==> config.mk <==
export PLATFORM = sky130hd
export DESIGN_NAME = seg_addr_gen
export DESIGN_NICKNAME = d
export VERILOG_FILES = /design/src/rtl/seg_addr_pkg.sv /design/src/rtl/seg_ea_calc.sv /design/src/rtl/seg_phys_add.sv /design/src/rtl/seg_imm_pack.sv /design/src/rtl/seg_addr_gen.sv
export SDC_FILE = /design/constraint.sdc
export NUM_CORES = 1
export LEC_CHECK = 0
export ABC_AREA = 1
export BUFFER_PORTS_ARGS = -buffer_cell sky130_fd_sc_hd__buf_2
export CORE_ASPECT_RATIO = 0.75
export CORE_UTILIZATION = 30
export CTS_BUF_LIST = sky130_fd_sc_hd__clkbuf_8
export DETAILED_ROUTE_END_ITERATION = 10
export PLACE_DENSITY = 0.57
export SYNTH_ARGS = -nofsm -noshare
export SYNTH_HDL_FRONTEND = slang
export SYNTH_SLANG_ARGS = --single-unit
==> constraint.sdc <==
create_clock -name clk_i -period 0.8 [get_ports clk_i]
set_input_delay 0.16 -clock clk_i [delete_from_list [all_inputs] [get_ports clk_i]]
set_output_delay 0.16 -clock clk_i [all_outputs]
set_load 0.01 [all_outputs]
==> src/rtl/seg_addr_pkg.sv <==
package seg_addr_pkg;
  localparam int unsigned OFS_W = 16;
  localparam int unsigned SEG_SHIFT = 4;
  localparam int unsigned PHYS_W = OFS_W + SEG_SHIFT;
  localparam int unsigned BYTE_W = 8;
  localparam int unsigned N_SEG = 4;
  localparam int unsigned SEG_CW = $clog2(N_SEG);

  typedef enum logic [2:0] {
    AM_BASED  = 3'd0,
    AM_DIRECT = 3'd1,
    AM_IMMED  = 3'd2,
    AM_INDEX  = 3'd3,
    AM_BIDX   = 3'd4
  } amode_e;

  typedef enum logic [SEG_CW-1:0] {
    SG_EXTRA = 2'd0,
    SG_CODE  = 2'd1,
    SG_STACK = 2'd2,
    SG_DATA  = 2'd3
  } seg_e;
endpackage

==> src/rtl/seg_ea_calc.sv <==
module seg_ea_calc
  import seg_addr_pkg::*;
(
  input  logic [2:0]        mode_i,
  input  logic              base_sel_i,
  input  logic              idx_sel_i,
  input  logic [OFS_W-1:0]  base_a_i,
  input  logic [OFS_W-1:0]  base_b_i,
  input  logic [OFS_W-1:0]  idx_a_i,
  input  logic [OFS_W-1:0]  idx_b_i,
  input  logic [1:0]        disp_size_i,
  input  logic [OFS_W-1:0]  disp_i,
  input  logic              ovr_en_i,
  input  logic [SEG_CW-1:0] ovr_seg_i,
  output logic [OFS_W-1:0]  ea_o,
  output logic [SEG_CW-1:0] seg_o
);
  logic [OFS_W-1:0] base_v, idx_v, disp_v;
  seg_e             dflt_seg, base_seg;

  assign base_v   = base_sel_i ? base_b_i : base_a_i;
  assign idx_v    = idx_sel_i ? idx_b_i : idx_a_i;
  assign base_seg = base_sel_i ? SG_STACK : SG_DATA;

  always_comb begin
    if (disp_size_i[1])      disp_v = disp_i;
    else if (disp_size_i[0]) disp_v = {{(OFS_W-BYTE_W){disp_i[BYTE_W-1]}}, disp_i[BYTE_W-1:0]};
    else                     disp_v = '0;
  end

  // sums are truncated to OFS_W bits: offset wraps modulo 2^16
  always_comb begin
    case (mode_i)
      AM_BASED:  begin ea_o = base_v + disp_v;         dflt_seg = base_seg; end
      AM_IMMED:  begin ea_o = disp_i;                  dflt_seg = SG_CODE;  end
      AM_INDEX:  begin ea_o = idx_v + disp_v;          dflt_seg = SG_DATA;  end
      AM_BIDX:   begin ea_o = base_v + idx_v + disp_v; dflt_seg = base_seg; end
      default:   begin ea_o = disp_i;                  dflt_seg = SG_DATA;  end
    endcase
  end

  assign seg_o = ovr_en_i ? ovr_seg_i : dflt_seg;
endmodule

==> src/rtl/seg_phys_add.sv <==
module seg_phys_add
  import seg_addr_pkg::*;
(
  input  logic [SEG_CW-1:0]       seg_sel_i,
  input  logic [N_SEG*OFS_W-1:0]  seg_vals_i,
  input  logic [OFS_W-1:0]        ea_i,
  output logic [PHYS_W-1:0]       phys_o
);
  logic [OFS_W-1:0] seg_arr [N_SEG];
  logic [OFS_W-1:0] seg_v;

  for (genvar g = 0; g < N_SEG; g++) begin : g_unpack
    assign seg_arr[g] = seg_vals_i[g*OFS_W +: OFS_W];
  end

  assign seg_v  = seg_arr[seg_sel_i];
  assign phys_o = {seg_v, {SEG_SHIFT{1'b0}}} + {{SEG_SHIFT{1'b0}}, ea_i};
endmodule

==> src/rtl/seg_imm_pack.sv <==
module seg_imm_pack
  import seg_addr_pkg::*;
(
  input  logic [BYTE_W-1:0]   lo_i,
  input  logic [BYTE_W-1:0]   hi_i,
  input  logic                wide_i,
  output logic [2*BYTE_W-1:0] imm_o
);
  assign imm_o = {(wide_i ? hi_i : {BYTE_W{1'b0}}), lo_i};
endmodule

==> src/rtl/seg_addr_gen.sv <==
module seg_addr_gen
  import seg_addr_pkg::*;
(
  input  logic        clk_i,
  input  logic        rst_ni,
  input  logic        valid_i,
  input  logic [2:0]  mode_i,
  input  logic        base_sel_i,
  input  logic        idx_sel_i,
  input  logic [15:0] base_a_i,
  input  logic [15:0] base_b_i,
  input  logic [15:0] idx_a_i,
  input  logic [15:0] idx_b_i,
  input  logic [1:0]  disp_size_i,
  input  logic [15:0] disp_i,
  input  logic        ovr_en_i,
  input  logic [1:0]  ovr_seg_i,
  input  logic [15:0] seg_extra_i,
  input  logic [15:0] seg_code_i,
  input  logic [15:0] seg_stack_i,
  input  logic [15:0] seg_data_i,
  input  logic [7:0]  imm_lo_i,
  input  logic [7:0]  imm_hi_i,
  input  logic        imm_wide_i,
  output logic        valid_o,
  output logic [15:0] ea_o,
  output logic [1:0]  seg_o,
  output logic [19:0] phys_o,
  output logic [15:0] imm_o
);
  logic [OFS_W-1:0]  ea_d;
  logic [SEG_CW-1:0] seg_d;
  logic [PHYS_W-1:0] phys_d;
  logic [15:0]       imm_d;

  seg_ea_calc i_ea (
    .mode_i, .base_sel_i, .idx_sel_i, .base_a_i, .base_b_i, .idx_a_i, .idx_b_i,
    .disp_size_i, .disp_i, .ovr_en_i, .ovr_seg_i, .ea_o(ea_d), .seg_o(seg_d)
  );

  seg_phys_add i_phys (
    .seg_sel_i (seg_d),
    .seg_vals_i({seg_data_i, seg_stack_i, seg_code_i, seg_extra_i}),
    .ea_i      (ea_d),
    .phys_o    (phys_d)
  );

  seg_imm_pack i_imm (.lo_i(imm_lo_i), .hi_i(imm_hi_i), .wide_i(imm_wide_i), .imm_o(imm_d));

  always_ff @(posedge clk_i or negedge rst_ni) begin
    if (!rst_ni) begin
      valid_o <= 1'b0;
      ea_o    <= '0;
      seg_o   <= '0;
      phys_o  <= '0;
      imm_o   <= '0;
    end else begin
      valid_o <= valid_i;
      if (valid_i) begin
        ea_o   <= ea_d;
        seg_o  <= seg_d;
        phys_o <= phys_d;
        imm_o  <= imm_d;
      end
    end
  end

  a_r1_valid_rise: assert property (@(posedge clk_i) disable iff (!rst_ni) valid_i |=> valid_o);
  a_r1_valid_low:  assert property (@(posedge clk_i) disable iff (!rst_ni) !valid_i |=> !valid_o);
  a_r1_hold:       assert property (@(posedge clk_i) disable iff (!rst_ni)
                     !valid_i |=> ($stable(phys_o) && $stable(ea_o) && $stable(seg_o) && $stable(imm_o)));
  a_r11_override:  assert property (@(posedge clk_i) disable iff (!rst_ni)
                     (valid_i && ovr_en_i) |=> (seg_o == $past(ovr_seg_i)));
  a_r12_narrow:    assert property (@(posedge clk_i) disable iff (!rst_ni)
                     (valid_i && !imm_wide_i) |=> (imm_o[15:8] == 8'h00));
endmodule

==> flow_metrics.py, run 1 <==
metrics = {
    "timing": {
        "worst_slew_pin_slew_ns": 0.412,
        "setup_viol_count_final": 87,
        "hold_violations": 0,
        "worst_slack_ns": -2.86,
        "fin_skew_ns": 0,
        "relSlewSlack_pct": 72.4,
        "rsz0062_at_grt": "true",
        "fmax_mhz": 273,
        "fin_crit_sh_pct": 458,
        "slew_violations": 0,
        "finalCriticalPeriod_ns": 3.66,
    },
    "grt": {
        "grtUsageTotal_pct": 22.6,
        "grt_max_degree": 52,
        "grt-ovfl-total": 0,
        "grt_pass1_vias": 7913,
        "antenna_found_initial": 0,
        "grt_pass1_wl_mm": 38.6,
    },
    "die": {
        "core_area_mm2": 0.0197,
        "die_x_um": 167,
        "die_y_um": 126,
        "die_area_mm2": 0.0211,
        "ioPinCount": 229,
        "rows": 44,
        "initial_core_util_pct": 31.2,
    },
    "run_status": {
        "status": "complete, but fails checks",
        "violations": "setup timing",
    },
    "final_layout": {
        "seq_area_mm2": 0.00128,
        "nets": 1692,
        "final_area_mm2": 0.0109,
        "drive_gt1_share_pct": 48.6,
        "utilization_pct": 55.5,
        "areaGrowthSynthToFinish_pct": 78.0,
        "multiInputGateArea_mm2": 0.00507,
        "diodes": 0,
        "fillerInstances": 1918,
    },
    "worst_setup_path": {
        "cp-end-kind": "register",
        "r2r-start": "phys_o[14]$_DFFE_PN0P_",
        "cp_num_buf_inv": 6,
        "crit_path_max_incr_delay_ns": 0.48,
        "crit_path_start_kind": "input port",
        "required_ns": 1.01,
        "crit_fanout": 4,
        "cpLargestDelayFamily": "simple AND/OR/NAND/NOR gates",
        "critPathSlowestCell": "fa_1",
        "path_class": "input port to register",
        "path_common_cell": "nand2_1",
        "arrival_ns": 3.87,
        "startpoint": "disp_size_i[1]",
    },
    "cts": {
        "cts.reportedPaths.clkPinSlew_ns": 0.09,
        "cts_buffers": 5,
        "clkLatencyLatePin_ns": 0.31,
        "cts_root_buffer": "clkbuf_8",
        "htree_levels": 2,
        "cts_sinks": 51,
        "clk_path_buf_depth": 2,
        "cts_tree": "built",
    },
    "synth": {
        "synth-edff-count": 0,
        "netlist_instances": 980,
        "synth_flop_cell": "dfrtp_1",
        "synth_top_area_share_pct": 20.8,
        "synth-seq-cells": 51,
        "synth_top_area_cell": "dfrtp_1",
        "post-synth-top-count-cell": "nand2_1",
        "synthArstFlopShare_pct": 100,
        "synthTopCellsByArea": "dfrtp_1, nand2_1, ha_1, inv_1, o21ai_0",
        "syn_nets": 1209,
        "syn_area_mm2": 0.00614,
        "ys_types": 47,
        "avgSynthCellArea_um2": 6.27,
        "synth_warnings": 0,
        "ys_seq_area_share_pct": 20.8,
        "synth_top_cells_by_count": "nand2_1, inv_1, o21ai_0, nand3_1, nor2_1",
    },
    "pwr": {
        "p_int_mw": 10.7,
        "seqPwrFrac_pct": 19.0,
        "swShare_pct": 40.5,
        "p_leak_nw": 5.90,
        "switchingPower_mw": 7.28,
        "combPwrFrac_pct": 70.4,
        "vdd_drop_max_uv": 856,
        "clockPowerShare_pct": 10.6,
        "p_per_area_mw_per_mm2": 1640,
    },
    "run": {
        "cap_violations": 0,
    },
    "detailed_routing": {
        "route.vias.total": 7992,
        "drtPass1Iterations": 5,
        "drc": 0,
        "drt-total-wl_mm": 23.3,
        "post_drt_wl_per_cell_um": 13.6,
        "drtIter0Drc": 385,
        "drtAntennaViolNets": 0,
        "vias_per_cell": 4.65,
    },
    "placement": {
        "portBuffers": 228,
        "dpl_cell_area_mm2": 0.00939,
        "dp_slack_ns": -3.55,
        "dp_hpwl_mm": 19.1,
        "gp_congestion": 0.871,
    },
    "worst_hold_path": {
        "worstHoldStart": "imm_lo_i[1]",
        "hold_path.class": "input port to register",
    },
}
## layer usage
| layer | up-vias | share of wire [%] | wire [µm] | GRT usage (%) |
|---|---|---|---|---|
| met5 | - | 0 | 0 | 0 |
| met4 | 0 | 1.2 | 275 | 3.40 |
| met3 | 19 | 4.9 | 1130 | 3.17 |
| met2 | 185 | 45 | 10500 | 37.4 |
| met1 | 3655 | 49 | 11400 | 31.8 |
| li1 | 4133 | - | - | - |
## worst reg2reg max path, cell delays in order (launching register included)
cell	delay, ns
dfrtp_1	0.40
buf_4	0.13
buf_4	0.12
nor2_1	0.08
a31oi_1	0.05
## flip-flops by register name, summed over array words and instances, names as in the netlist
name and count:
ea_o 16, imm_o 16, phys_o 16, seg_o 2
valid_o 1
## layout by cell type (no fill, tap or decap), types with 4 or more instances in the layout
master and count:
buf_2 202, buf_4 246, buf_12 9, o21ai_1 27, nand3_1 47, ha_4 25, o21ai_0 40, inv_4 5
nand2_4 7, nor2_2 6, nand2_2 42, nand2_1 293, a21o_1 4, nor2_1 54, nand3_2 24, dfrtp_1 51
o22ai_1 13, mux2i_1 6, o21ai_2 16, fa_1 9, a21oi_2 12, inv_1 108, nand4_1 7, nor3_1 4
inv_2 17, xnor2_1 8, ha_1 16, nand3_4 5, nor2_4 6, fa_2 4, a21oi_4 5, a31oi_1 9
xor2_1 8, clkbuf_8 6, buf_6 52, o211ai_1 6, a21oi_1 25
## stage by stage
| stage | total power, mW | TNS (ns) | cells | hold WS (ns) |
|---|---|---|---|---|
| after global routing | 19.5 | -83.36 | 1717 | 0.0353 |
| final | 18.0 | -74.82 | 1717 | 0.0426 |
| after CTS | 17.2 | -74.60 | 1698 | 0.0316 |
| after detailed placement | 13.2 | -79.03 | 1640 | 0.170 |
| after global placement | 13.1 | -77.51 | 1640 | 0.173 |
| after floorplan | 8.76 | -62.64 | 980 | -0.136 |
## worst paths after layout
kind	end	slack [ns]	cells past startpoint
max	phys_o[17]$_DFFE_PN0P_	-2.86	30
min	imm_o[1]$_DFFE_PN0P_	0.04	3
max reg2reg	phys_o[14]$_DFFE_PN0P_	-0.10	4
min reg2reg	imm_o[14]$_DFFE_PN0P_	0.48	2
max in group asynchronous	ea_o[6]$_DFFE_PN0P_	0.18	3
min in group asynchronous	imm_o[9]$_DFFE_PN0P_	0.35	3
## kinds of logic after synthesis
kind of cell / share of synthesized area, %
AOI/OAI and AO/OA: 16.3
buffers and inverters: 10.9
and+or+nand+nor: 35.6
DFF: 20.8
adders and majority gates: 12.8
muxes: 1.14
xor gates and xnor gates: 2.42
## power by group through the flow
stage                     combinational [mW]  clock, mW  sequential, mW
after floorplan                         5.13          0            3.63
after global placement                  9.70          0            3.40
after detailed placement                9.77          0            3.40
after CTS                               11.9       1.97            3.39
after global routing                    13.9       2.12            3.47
final                                   12.6       1.91            3.41
## repair_timing
item | CTS | global route
gates resized for setup | 175 | 42
hold endpoints to repair | 51 | 0
setup buffers | 63 | 20
gates cloned | 1 | 0
pin swaps | 73 | 33
hold buffers | 1 | 0
setup endpoints to repair | 88 | 89
## area by class of cell
class / count / share of cell area [%]
multi-input combinational: 763 / 46.4
timing repair buffer: 510 / 33.2
sequential: 51 / 11.7
inverter: 132 / 4.75
tap: 253 / 2.89
clock buffer: 6 / 0.755
clock inverter: 2 / 0.320
Note: power is estimated with default switching activity, not from simulation.
==> inputs of run 2 (changes only) <==
Settings changed: CAP_MARGIN from default to 15, CORE_UTILIZATION 30 to 45, PLACE_DENSITY 0.57 to 0.78.
==> flow_metrics.py, run 2 (synthesis results as in run 1) <==
metrics = {
    "worst_setup_path": {
        "crit_path_max_incr_delay_ns": 0.35,
        "arrival_ns": 4.17,
        "crit_fanout": 4,
        "crit_path_start_kind": "input port",
        "path_class": "input port to register",
        "critPathSlowestCell": "fa_2",
        "required_ns": 1.05,
        "cp-end-kind": "register",
        "path_common_cell": "nand2_1",
    },
    "detailed_routing": {
        "drtIter0Drc": 697,
        "post_drt_wl_per_cell_um": 15.6,
        "drtAntennaViolNets": 0,
        "route.vias.total": 8687,
        "drtPass1Iterations": 5,
        "vias_per_cell": 5.28,
        "drt-total-wl_mm": 25.6,
        "drc": 0,
    },
    "cts": {
        "cts_buffers": 5,
        "htree_levels": 2,
        "clkLatencyLatePin_ns": 0.32,
        "cts_root_buffer": "clkbuf_8",
        "cts_tree": "built",
        "cts_sinks": 51,
        "clk_path_buf_depth": 2,
        "cts.reportedPaths.clkPinSlew_ns": 0.11,
    },
    "grt": {
        "grtUsageTotal_pct": 34.3,
        "grt_max_degree": 52,
        "use_met3_pct": 4.92,
        "grt_pass1_wl_mm": 37.9,
        "use_met2_pct": 59.2,
        "grt-ovfl-total": 0,
        "grt-busiest-layer": "met2",
        "antenna_found_initial": 0,
        "grt_pass1_vias": 8130,
        "gr-usage-met1_pct": 44.2,
    },
    "timing": {
        "fmax_mhz": 255,
        "finalCriticalPeriod_ns": 3.92,
        "slew_violations": 0,
        "fin_skew_ns": 0,
        "tns_ns": -82.92,
        "worst_slack_ns": -3.12,
        "hold_violations": 0,
        "setup_viol_count_final": 89,
        "worst_slew_pin_slew_ns": 0.440,
        "relSlewSlack_pct": 70.7,
        "rsz0062_at_grt": "true",
        "fin_crit_sh_pct": 490,
        "hold_ws_ns": 0.0195,
    },
    "run": {
        "cap_violations": 0,
    },
    "final_layout": {
        "areaGrowthSynthToFinish_pct": 75.0,
        "diodes": 0,
        "mostFrequentLayoutCells": "nand2_1, buf_4, buf_2",
        "drive_gt1_share_pct": 48.3,
        "layout_commonest_cell": "nand2_1",
        "nets": 1701,
        "top_regs": "ea_o x16, imm_o x16, phys_o x16",
    },
    "die": {
        "ioPinCount": 229,
        "rows": 36,
        "die_y_um": 103,
        "die_x_um": 137,
        "core_area_mm2": 0.0132,
        "die_area_mm2": 0.0141,
        "initial_core_util_pct": 46.7,
    },
    "run_status": {
        "violations": "setup timing",
        "status": "complete, but fails checks",
    },
    "pwr": {
        "seqPwrFrac_pct": 18.2,
        "p_total_mw": 18.7,
        "p_leak_nw": 5.91,
        "clockPowerShare_pct": 11.6,
        "swShare_pct": 41.6,
        "switchingPower_mw": 7.78,
        "p_per_area_mw_per_mm2": 1740,
        "vdd_drop_max_uv": 1560,
        "p_int_mw": 10.9,
        "combPwrFrac_pct": 70.2,
    },
    "placement": {
        "dp_hpwl_mm": 17.8,
        "dp_slack_ns": -3.65,
        "gp_congestion": 0.910,
        "portBuffers": 228,
    },
    "worst_hold_path": {
        "hold_path.class": "input port to register",
    },
}
[run 2: changes by cell type in the layout (fill, tap and decap cells not counted), sizes merged]
| cell | delta |
|---|---|
| inv | +1 |
| bufinv | +1 |
| buf | +9 |
| clkinv | -1 |
| clkbuf | -1 |
[run 2: worst max-delay path: cells and delay by family]
family / cells / cell delay, ns
compound gates: 4 / 0.64
fa+ha+maj: 4 / 1.00
simple gates: 15 / 1.28
buf+inv: 9 / 0.79
xor+xnor: 2 / 0.30
[run 2: cell type report]
| cell class | instances | area, µm² |
|---|---|---|
| clock buffers | 5 | 68.8 |
| clock inverters | 3 | 63.8 |
| fillers | 845 | 2410 |
| inverters | 132 | 509 |
| multi-input cells | 763 | 5000 |
| flip-flops and latches | 51 | 1280 |
| well taps | 171 | 214 |
| repair buffers | 519 | 3610 |
[run 2: worst paths after layout]
path	start	to	cells after the start	slack, ns
setup / recovery	disp_size_i[1]	phys_o[16]$_DFFE_PN0P_	34	-3.12
hold / removal	imm_lo_i[7]	imm_o[7]$_DFFE_PN0P_	3	0.02
setup reg to reg	phys_o[13]$_DFFE_PN0P_	phys_o[13]$_DFFE_PN0P_	4	-0.10
hold reg to reg	imm_o[3]$_DFFE_PN0P_	imm_o[3]$_DFFE_PN0P_	2	0.49
max in group asynchronous	rst_ni	ea_o[3]$_DFFE_PN0P_	3	0.18
min in group asynchronous	rst_ni	ea_o[10]$_DFFE_PN0P_	3	0.37
[run 2: power groups by stage]
stage / sequential (mW) / combinational, mW / clock (mW)
6_report: 3.41 / 13.1 / 2.17
3_5_place_dp: 3.40 / 9.68 / 0
4_1_cts: 3.35 / 11.6 / 2.16
5_1_grt: 3.46 / 14.1 / 2.30
3_3_place_gp: 3.38 / 9.47 / 0
2_1_floorplan: 3.63 / 5.13 / 0
[run 2: through the flow]
step	area [µm²]	cells	utilization, %
after global routing	10700	1644	81.7
after CTS	10300	1617	78.7
after global placement	9220	1553	70.1
final	10700	1644	81.7
after detailed placement	9220	1553	70.1
after floorplan	6580	980	-
[run 2: repair_timing]
action,4_1_cts,5_1_grt
setup endpoints to repair,89,89
cloned,1,0
hold buffers,1,0
pin swaps,62,30
hold endpoints to repair,51,0
setup buffers,63,31
resized for setup,142,49
[run 2: per-layer routing]
layer | wire (µm) | up-vias
li1 | - | 4153
met4 | 701 | 0
met3 | 1680 | 67
met1 | 10900 | 4023
met2 | 12300 | 444
met5 | 0 | -
